$ cat src/rtl/sinc4_pkg.sv
`timescale 1ns/1ps
package sinc4_pkg;
  localparam int unsigned ORDER  = 4;
  localparam int unsigned GAIN_W = 28;

  // ceil(2^(ORDER*clog2(r)+23) / r^ORDER)
  function automatic logic [31:0] scale_gain(input int unsigned r);
    logic [127:0] den;
    logic [127:0] num;
    logic [127:0] q;
    den = 128'(r);
    den = den * den;
    den = den * den;
    num = 128'(1) << (ORDER * $clog2(r) + 23);
    q   = num / den;
    if (q * den != num) q = q + 128'(1);
    return q[31:0];
  endfunction
endpackage

$ cat src/rtl/sinc4_integ.sv
`timescale 1ns/1ps
module sinc4_integ #(
  parameter int unsigned ACC_W = 53,
  parameter int unsigned ORDER = 4
) (
  input  logic                    clk_i,
  input  logic                    rst_ni,
  input  logic                    clr_i,
  input  logic                    en_i,
  input  logic                    bit_i,
  output logic signed [ACC_W-1:0] sum_o
);
  logic signed [ACC_W-1:0] x;
  logic signed [ACC_W-1:0] acc_d [ORDER];

  assign x = bit_i ? ACC_W'(1) : '1;

  for (genvar s = 0; s < ORDER; s++) begin : g_stage
    logic signed [ACC_W-1:0] acc_q;
    if (s == 0) begin : g_first
      assign acc_d[s] = acc_q + x;
    end else begin : g_next
      assign acc_d[s] = acc_q + acc_d[s-1];
    end
    always_ff @(posedge clk_i or negedge rst_ni) begin
      if (!rst_ni)    acc_q <= '0;
      else if (clr_i) acc_q <= '0;
      else if (en_i)  acc_q <= acc_d[s];
    end
  end

  // last stage seen combinationally so the comb takes the current sample
  assign sum_o = acc_d[ORDER-1];
endmodule

$ cat src/rtl/sinc4_comb.sv
`timescale 1ns/1ps
module sinc4_comb #(
  parameter int unsigned ACC_W = 53,
  parameter int unsigned ORDER = 4
) (
  input  logic                    clk_i,
  input  logic                    rst_ni,
  input  logic                    clr_i,
  input  logic                    dec_i,
  input  logic signed [ACC_W-1:0] din_i,
  output logic signed [ACC_W-1:0] dout_o
);
  logic signed [ACC_W-1:0] diff [ORDER+1];

  assign diff[0] = din_i;

  for (genvar s = 0; s < ORDER; s++) begin : g_stage
    logic signed [ACC_W-1:0] dly_q;
    assign diff[s+1] = diff[s] - dly_q;
    always_ff @(posedge clk_i or negedge rst_ni) begin
      if (!rst_ni)    dly_q <= '0;
      else if (clr_i) dly_q <= '0;
      else if (dec_i) dly_q <= diff[s];
    end
  end

  assign dout_o = diff[ORDER];
endmodule

$ cat src/rtl/sinc4_scale.sv
`timescale 1ns/1ps
module sinc4_scale
  import sinc4_pkg::*;
#(
  parameter int unsigned ACC_W  = 53,
  parameter int unsigned R_SLOW = 7680,
  parameter int unsigned R_FAST = 960,
  parameter int unsigned OUT_W  = 24
) (
  input  logic signed [ACC_W-1:0] raw_i,
  input  logic                    fast_i,
  output logic [OUT_W-1:0]        res_o
);
  localparam int unsigned PW  = ACC_W + GAIN_W;
  localparam int unsigned W_S = ORDER * $clog2(R_SLOW);
  localparam int unsigned W_F = ORDER * $clog2(R_FAST);
  localparam logic [GAIN_W-1:0] G_S = GAIN_W'(scale_gain(R_SLOW));
  localparam logic [GAIN_W-1:0] G_F = GAIN_W'(scale_gain(R_FAST));
  localparam logic signed [PW-1:0] HI = PW'((64'd1 << (OUT_W-1)) - 64'd1);
  localparam logic signed [PW-1:0] LO = ~HI;

  logic [GAIN_W-1:0]      gain;
  logic signed [PW-1:0]   raw_x;
  logic signed [PW-1:0]   gain_x;
  logic signed [PW-1:0]   prod;
  logic signed [PW-1:0]   shifted;

  assign gain    = fast_i ? G_F : G_S;
  assign raw_x   = PW'(raw_i);
  assign gain_x  = $signed(PW'(gain));
  assign prod    = raw_x * gain_x;
  assign shifted = fast_i ? (prod >>> W_F) : (prod >>> W_S);

  always_comb begin
    if (shifted > HI)      res_o = {1'b0, {(OUT_W-1){1'b1}}};
    else if (shifted < LO) res_o = {1'b1, {(OUT_W-1){1'b0}}};
    else                   res_o = shifted[OUT_W-1:0];
  end
endmodule

$ cat src/rtl/sinc4_decim.sv
`timescale 1ns/1ps
module sinc4_decim
  import sinc4_pkg::*;
#(
  parameter int unsigned R_SLOW = 7680,
  parameter int unsigned R_FAST = 960,
  parameter int unsigned OUT_W  = 24
) (
  input  logic             clk_i,
  input  logic             rst_ni,
  input  logic             bit_i,
  input  logic             bit_en_i,
  input  logic             rate_fast_i,
  output logic [OUT_W-1:0] result_o,
  output logic             valid_o,
  output logic             settled_o
);
  localparam int unsigned ACC_W = ORDER * $clog2(R_SLOW) + 1;
  localparam int unsigned CNT_W = $clog2(R_SLOW);
  localparam logic [CNT_W-1:0] LAST_S = CNT_W'(R_SLOW - 1);
  localparam logic [CNT_W-1:0] LAST_F = CNT_W'(R_FAST - 1);

  logic                    rate_q;
  logic [CNT_W-1:0]        cnt_q;
  logic [1:0]              nres_q;
  logic                    settled_q;
  logic                    valid_q;
  logic [OUT_W-1:0]        res_q;
  logic                    restart;
  logic                    take;
  logic                    last;
  logic                    dec;
  logic signed [ACC_W-1:0] integ_sum;
  logic signed [ACC_W-1:0] comb_out;
  logic [OUT_W-1:0]        scaled;

  assign restart = rate_fast_i != rate_q;
  assign take    = bit_en_i && !restart;
  assign last    = cnt_q == (rate_q ? LAST_F : LAST_S);
  assign dec     = take && last;

  sinc4_integ #(.ACC_W(ACC_W), .ORDER(ORDER)) u_integ (
    .clk_i (clk_i),
    .rst_ni(rst_ni),
    .clr_i (restart),
    .en_i  (take),
    .bit_i (bit_i),
    .sum_o (integ_sum)
  );

  sinc4_comb #(.ACC_W(ACC_W), .ORDER(ORDER)) u_comb (
    .clk_i (clk_i),
    .rst_ni(rst_ni),
    .clr_i (restart),
    .dec_i (dec),
    .din_i (integ_sum),
    .dout_o(comb_out)
  );

  sinc4_scale #(.ACC_W(ACC_W), .R_SLOW(R_SLOW), .R_FAST(R_FAST), .OUT_W(OUT_W)) u_scale (
    .raw_i (comb_out),
    .fast_i(rate_q),
    .res_o (scaled)
  );

  always_ff @(posedge clk_i or negedge rst_ni) begin
    if (!rst_ni) begin
      rate_q    <= 1'b0;
      cnt_q     <= '0;
      nres_q    <= '0;
      settled_q <= 1'b0;
      valid_q   <= 1'b0;
      res_q     <= '0;
    end else begin
      valid_q <= dec;
      if (restart) begin
        rate_q    <= rate_fast_i;
        cnt_q     <= '0;
        nres_q    <= '0;
        settled_q <= 1'b0;
      end else if (take) begin
        cnt_q <= last ? '0 : cnt_q + CNT_W'(1);
        if (last) begin
          res_q <= scaled;
          if (!settled_q) begin
            if (nres_q == 2'd3) settled_q <= 1'b1;
            else                nres_q    <= nres_q + 2'd1;
          end
        end
      end
    end
  end

  assign result_o  = res_q;
  assign valid_o   = valid_q;
  assign settled_o = settled_q;
endmodule

$ cat config.mk
export PLATFORM = sky130hd
export DESIGN_NAME = sinc4_decim
export DESIGN_NICKNAME = d
export VERILOG_FILES = /design/src/rtl/sinc4_pkg.sv /design/src/rtl/sinc4_integ.sv /design/src/rtl/sinc4_comb.sv /design/src/rtl/sinc4_scale.sv /design/src/rtl/sinc4_decim.sv
export SDC_FILE = /design/constraint.sdc
export NUM_CORES = 2
export LEC_CHECK = 0
export ABC_AREA = 1
export BUFFER_PORTS_ARGS = -buffer_cell sky130_fd_sc_hd__buf_2
export CAP_MARGIN = 5
export CORE_ASPECT_RATIO = 0.8
export CORE_MARGIN = 1
export CORE_UTILIZATION = 60
export DETAILED_ROUTE_END_ITERATION = 8
export PLACE_DENSITY = 0.82
export SKIP_LAST_GASP = 1
export SLEW_MARGIN = 20
export SYNTH_ARGS = -nofsm -noshare
export SYNTH_HDL_FRONTEND = slang
export SYNTH_SLANG_ARGS = --single-unit
$ cat constraint.sdc
create_clock -name clk_i -period 58.6 [get_ports clk_i]
set_input_delay 17.58 -clock clk_i [delete_from_list [all_inputs] [get_ports clk_i]]
set_output_delay 17.58 -clock clk_i [all_outputs]
set_load 0.01 [all_outputs]
==> qor.csv <==
stage;metric;value;unit
timing;tns;0;ns
min_path;min_to;result_o[10];
clocking;clkSinkCount;466;
grt;grt_pass1_vias;52131;
clocking;cts_made_buffers;55;
drt;dr.pass1.iters;6;
cells_and_area;register_area;0.0117;mm2
die;num_rows;106;
clocking;clkSlewWorstSetupHoldPaths;0.06;ns
grt;grt_pass1_wl;274;mm
clocking;ctsHoldBuffers;0;
drt;finalWirelength;169;mm
timing;fin_crit;41.85;ns
clocking;htree_levels;2;
synth;netlist_area;0.0639;mm2
critical_path;cpMostUsedCell;inv_1;
die;ios;31;
die;core;0.105;mm2
synth;ys_top_cells_by_count;1842 x inv_1, 1154 x nand2_1, 769 x ha_1;
cells_and_area;multiInputGateArea;0.0449;mm2
cells_and_area;syn2layout_area_growth;5.99;%
critical_path;path_class;primary input to register;
drt;vias;53595;
grt;track_usage;31.5;%
clocking;insertion_delay;0.66;ns
critical_path;required;59.11;ns
synth;ys_types;71;
synth;synth_warnings;0;
timing;max_freq;0.0239;GHz
clocking;postCtsSetupBuffers;0;
synth;synth.top_cell.area_share;21.1;%
critical_path;r2r-end;result_o[12];
placement;hpwl;139;mm
critical_path;r2r_cells;107;
synth;netlist_instances;7932;
timing;rsz0062_at_grt;no;
timing;min_period_over_period;71.4;%
critical_path;critPathMaxStageDelay;0.91;ns
grt;gr-total-overflow;0;
min_path;min_path_type;register to register;
grt;grt_start_max_net_pins;160;
critical_path;critPathLaunchType;primary input;
critical_path;path_max_fanout;51;
drt;wl_per_cell;18.0;um
cells_and_area;fill_cells;8938;
cells_and_area;nNetsFinal;9402;
drt;route.detailed.drc;0;
die;die_area;0.108;mm2
synth;syn_avg_cell_area;8.06;um2
timing;fin_skew;0.0263;ns
synth;synth_edf_count;0;
synth;syn-num-nets;9381;
min_path;hold_path_depth;2;
drt;vias_per_cell;5.70;
cells_and_area;drive_gt1_share;3.49;%
placement;portBuffers;30;
critical_path;r2r-start;u_integ.g_stage[0].acc_q[2];
synth;ys.flop_type;dfrtp_1;
timing;slew_viol_final;0;
status;status;finished clean;
synth;synth_seq_area_share;18.2;%
timing;relSlewSlack;20.5;%
synth;yosysMostFrequentCell;inv_1;
critical_path;r2r_slack;33.99;ns
run;maxCapViolCount;0;
timing;worst_slew_pin_slew;1.16;ns
synth;synthArstFlopShare;100;%
drt;antenna_left;0;
critical_path;cpMaxStageDelayCell;a2111oi_0;
critical_path;cp.arrival;42.36;ns
timing;setup_viol;0;
die;initial_core_util;60.8;%
min_path;min_from;result_o[10];
critical_path;worst_setup_path_end_kind;register;
synth;ys_seq_elements;466;
die;die_w;367;um
die;fp.dieH;294;um
synth;synth.area.top_cells;fa_1 21%, dfrtp_1 18%, ha_1 15%;
clocking;clockRootBuffer;clkbuf_16;
synth;synth_top_area_cell;fa_1;
timing;hold_viol_final;0;
placement;gp_congestion;1.00;
grt;antenna_found_initial;1;
clocking;cts.path.max_buffers;3;
clocking;tritoncts;yes;
clocking;post_cts_resized;0;
drt;dr.first_iter.drc_count;5015;
-- metrics by stage --
step                      cells  hold WS, ns  cell area, um2  setup slack, ns  util (%)
after global routing       9396        0.508           67700            15.10      64.5
after CTS                  9396        0.484           67700            17.61      64.4
final                      9397        0.478           67700            16.75      64.5
after detailed placement   9300        0.468           65800            17.05      62.7
after floorplan            7932        0.449           63900            21.91         -
after global placement     9300        0.461           65800            17.21      62.6
-- layout by cell type, fill, tap and decap left out, types with 111 or more instances in the layout --
cell type	count
xor2_1	249
nand3_1	170
inv_1	1840
nand2_1	1153
o21ai_0	459
dfrtp_1	466
ha_1	769
fa_1	675
a21oi_1	636
a22o_1	111
nor2_1	412
xnor2_1	172
-- critical path: cells and delay by family --
| family | cells | cell delay [ns] |
|---|---|---|
| AND/OR/NAND/NOR | 30 | 5.03 |
| XOR/XNOR | 10 | 2.18 |
| AO/OA/AOI/OAI | 33 | 8.45 |
| buffers and inverters | 20 | 2.09 |
| adder cells (fa/ha/maj) | 16 | 6.91 |
-- worst max path at each step --
stage,start,endpoint,slack (ns),depth (start not counted)
after floorplan,bit_i,result_o[12],21.91,109
after CTS,bit_i,result_o[12],17.61,103
after global routing,bit_i,result_o[12],15.10,104
after global placement,bit_i,result_o[12],17.21,109
after detailed placement,bit_i,result_o[12],17.05,103
final,bit_i,result_o[12],16.75,109
-- cells by family after synthesis --
kind of cell | share of synthesized area [%]
buf+inv | 11.6
simple gates | 12.3
compound gates | 15.7
fa+ha+maj | 36.2
flops | 18.2
xor+xnor | 5.92
mux | 0.0313
-- routing by layer --
| metal | vias to the layer above | wire (um) | global-route usage (%) |
|---|---|---|---|
| met5 | - | 13 | 0 |
| met4 | 2 | 2550 | 5.20 |
| met3 | 175 | 16300 | 6.82 |
| met2 | 1981 | 68800 | 44.6 |
| met1 | 26048 | 81000 | 49.3 |
| li1 | 25389 | - | - |
-- flip-flops by register name, indices dropped and copies added, names as in the netlist --
name / cells
cnt_q: 13
nres_q: 2
rate_q: 1
result_o: 24
settled_o: 1
u_comb.g_stage.dly_q: 212
u_integ.g_stage.acc_q: 212
valid_o: 1
-- cell type report --
| type | count | area share [%] |
|---|---|---|
| diodes | 1 | 0.00369 |
| clock buffers | 72 | 2.26 |
| clock inverters | 24 | 0.527 |
| inverters | 1856 | 10.3 |
| multi-input cells | 5495 | 66.3 |
| flip-flops and latches | 466 | 17.2 |
| well taps | 1404 | 2.59 |
| repair buffers | 79 | 0.817 |
Power is not shown: default switching activity piles up to over one toggle a cycle in this logic, so the estimate is an artifact.
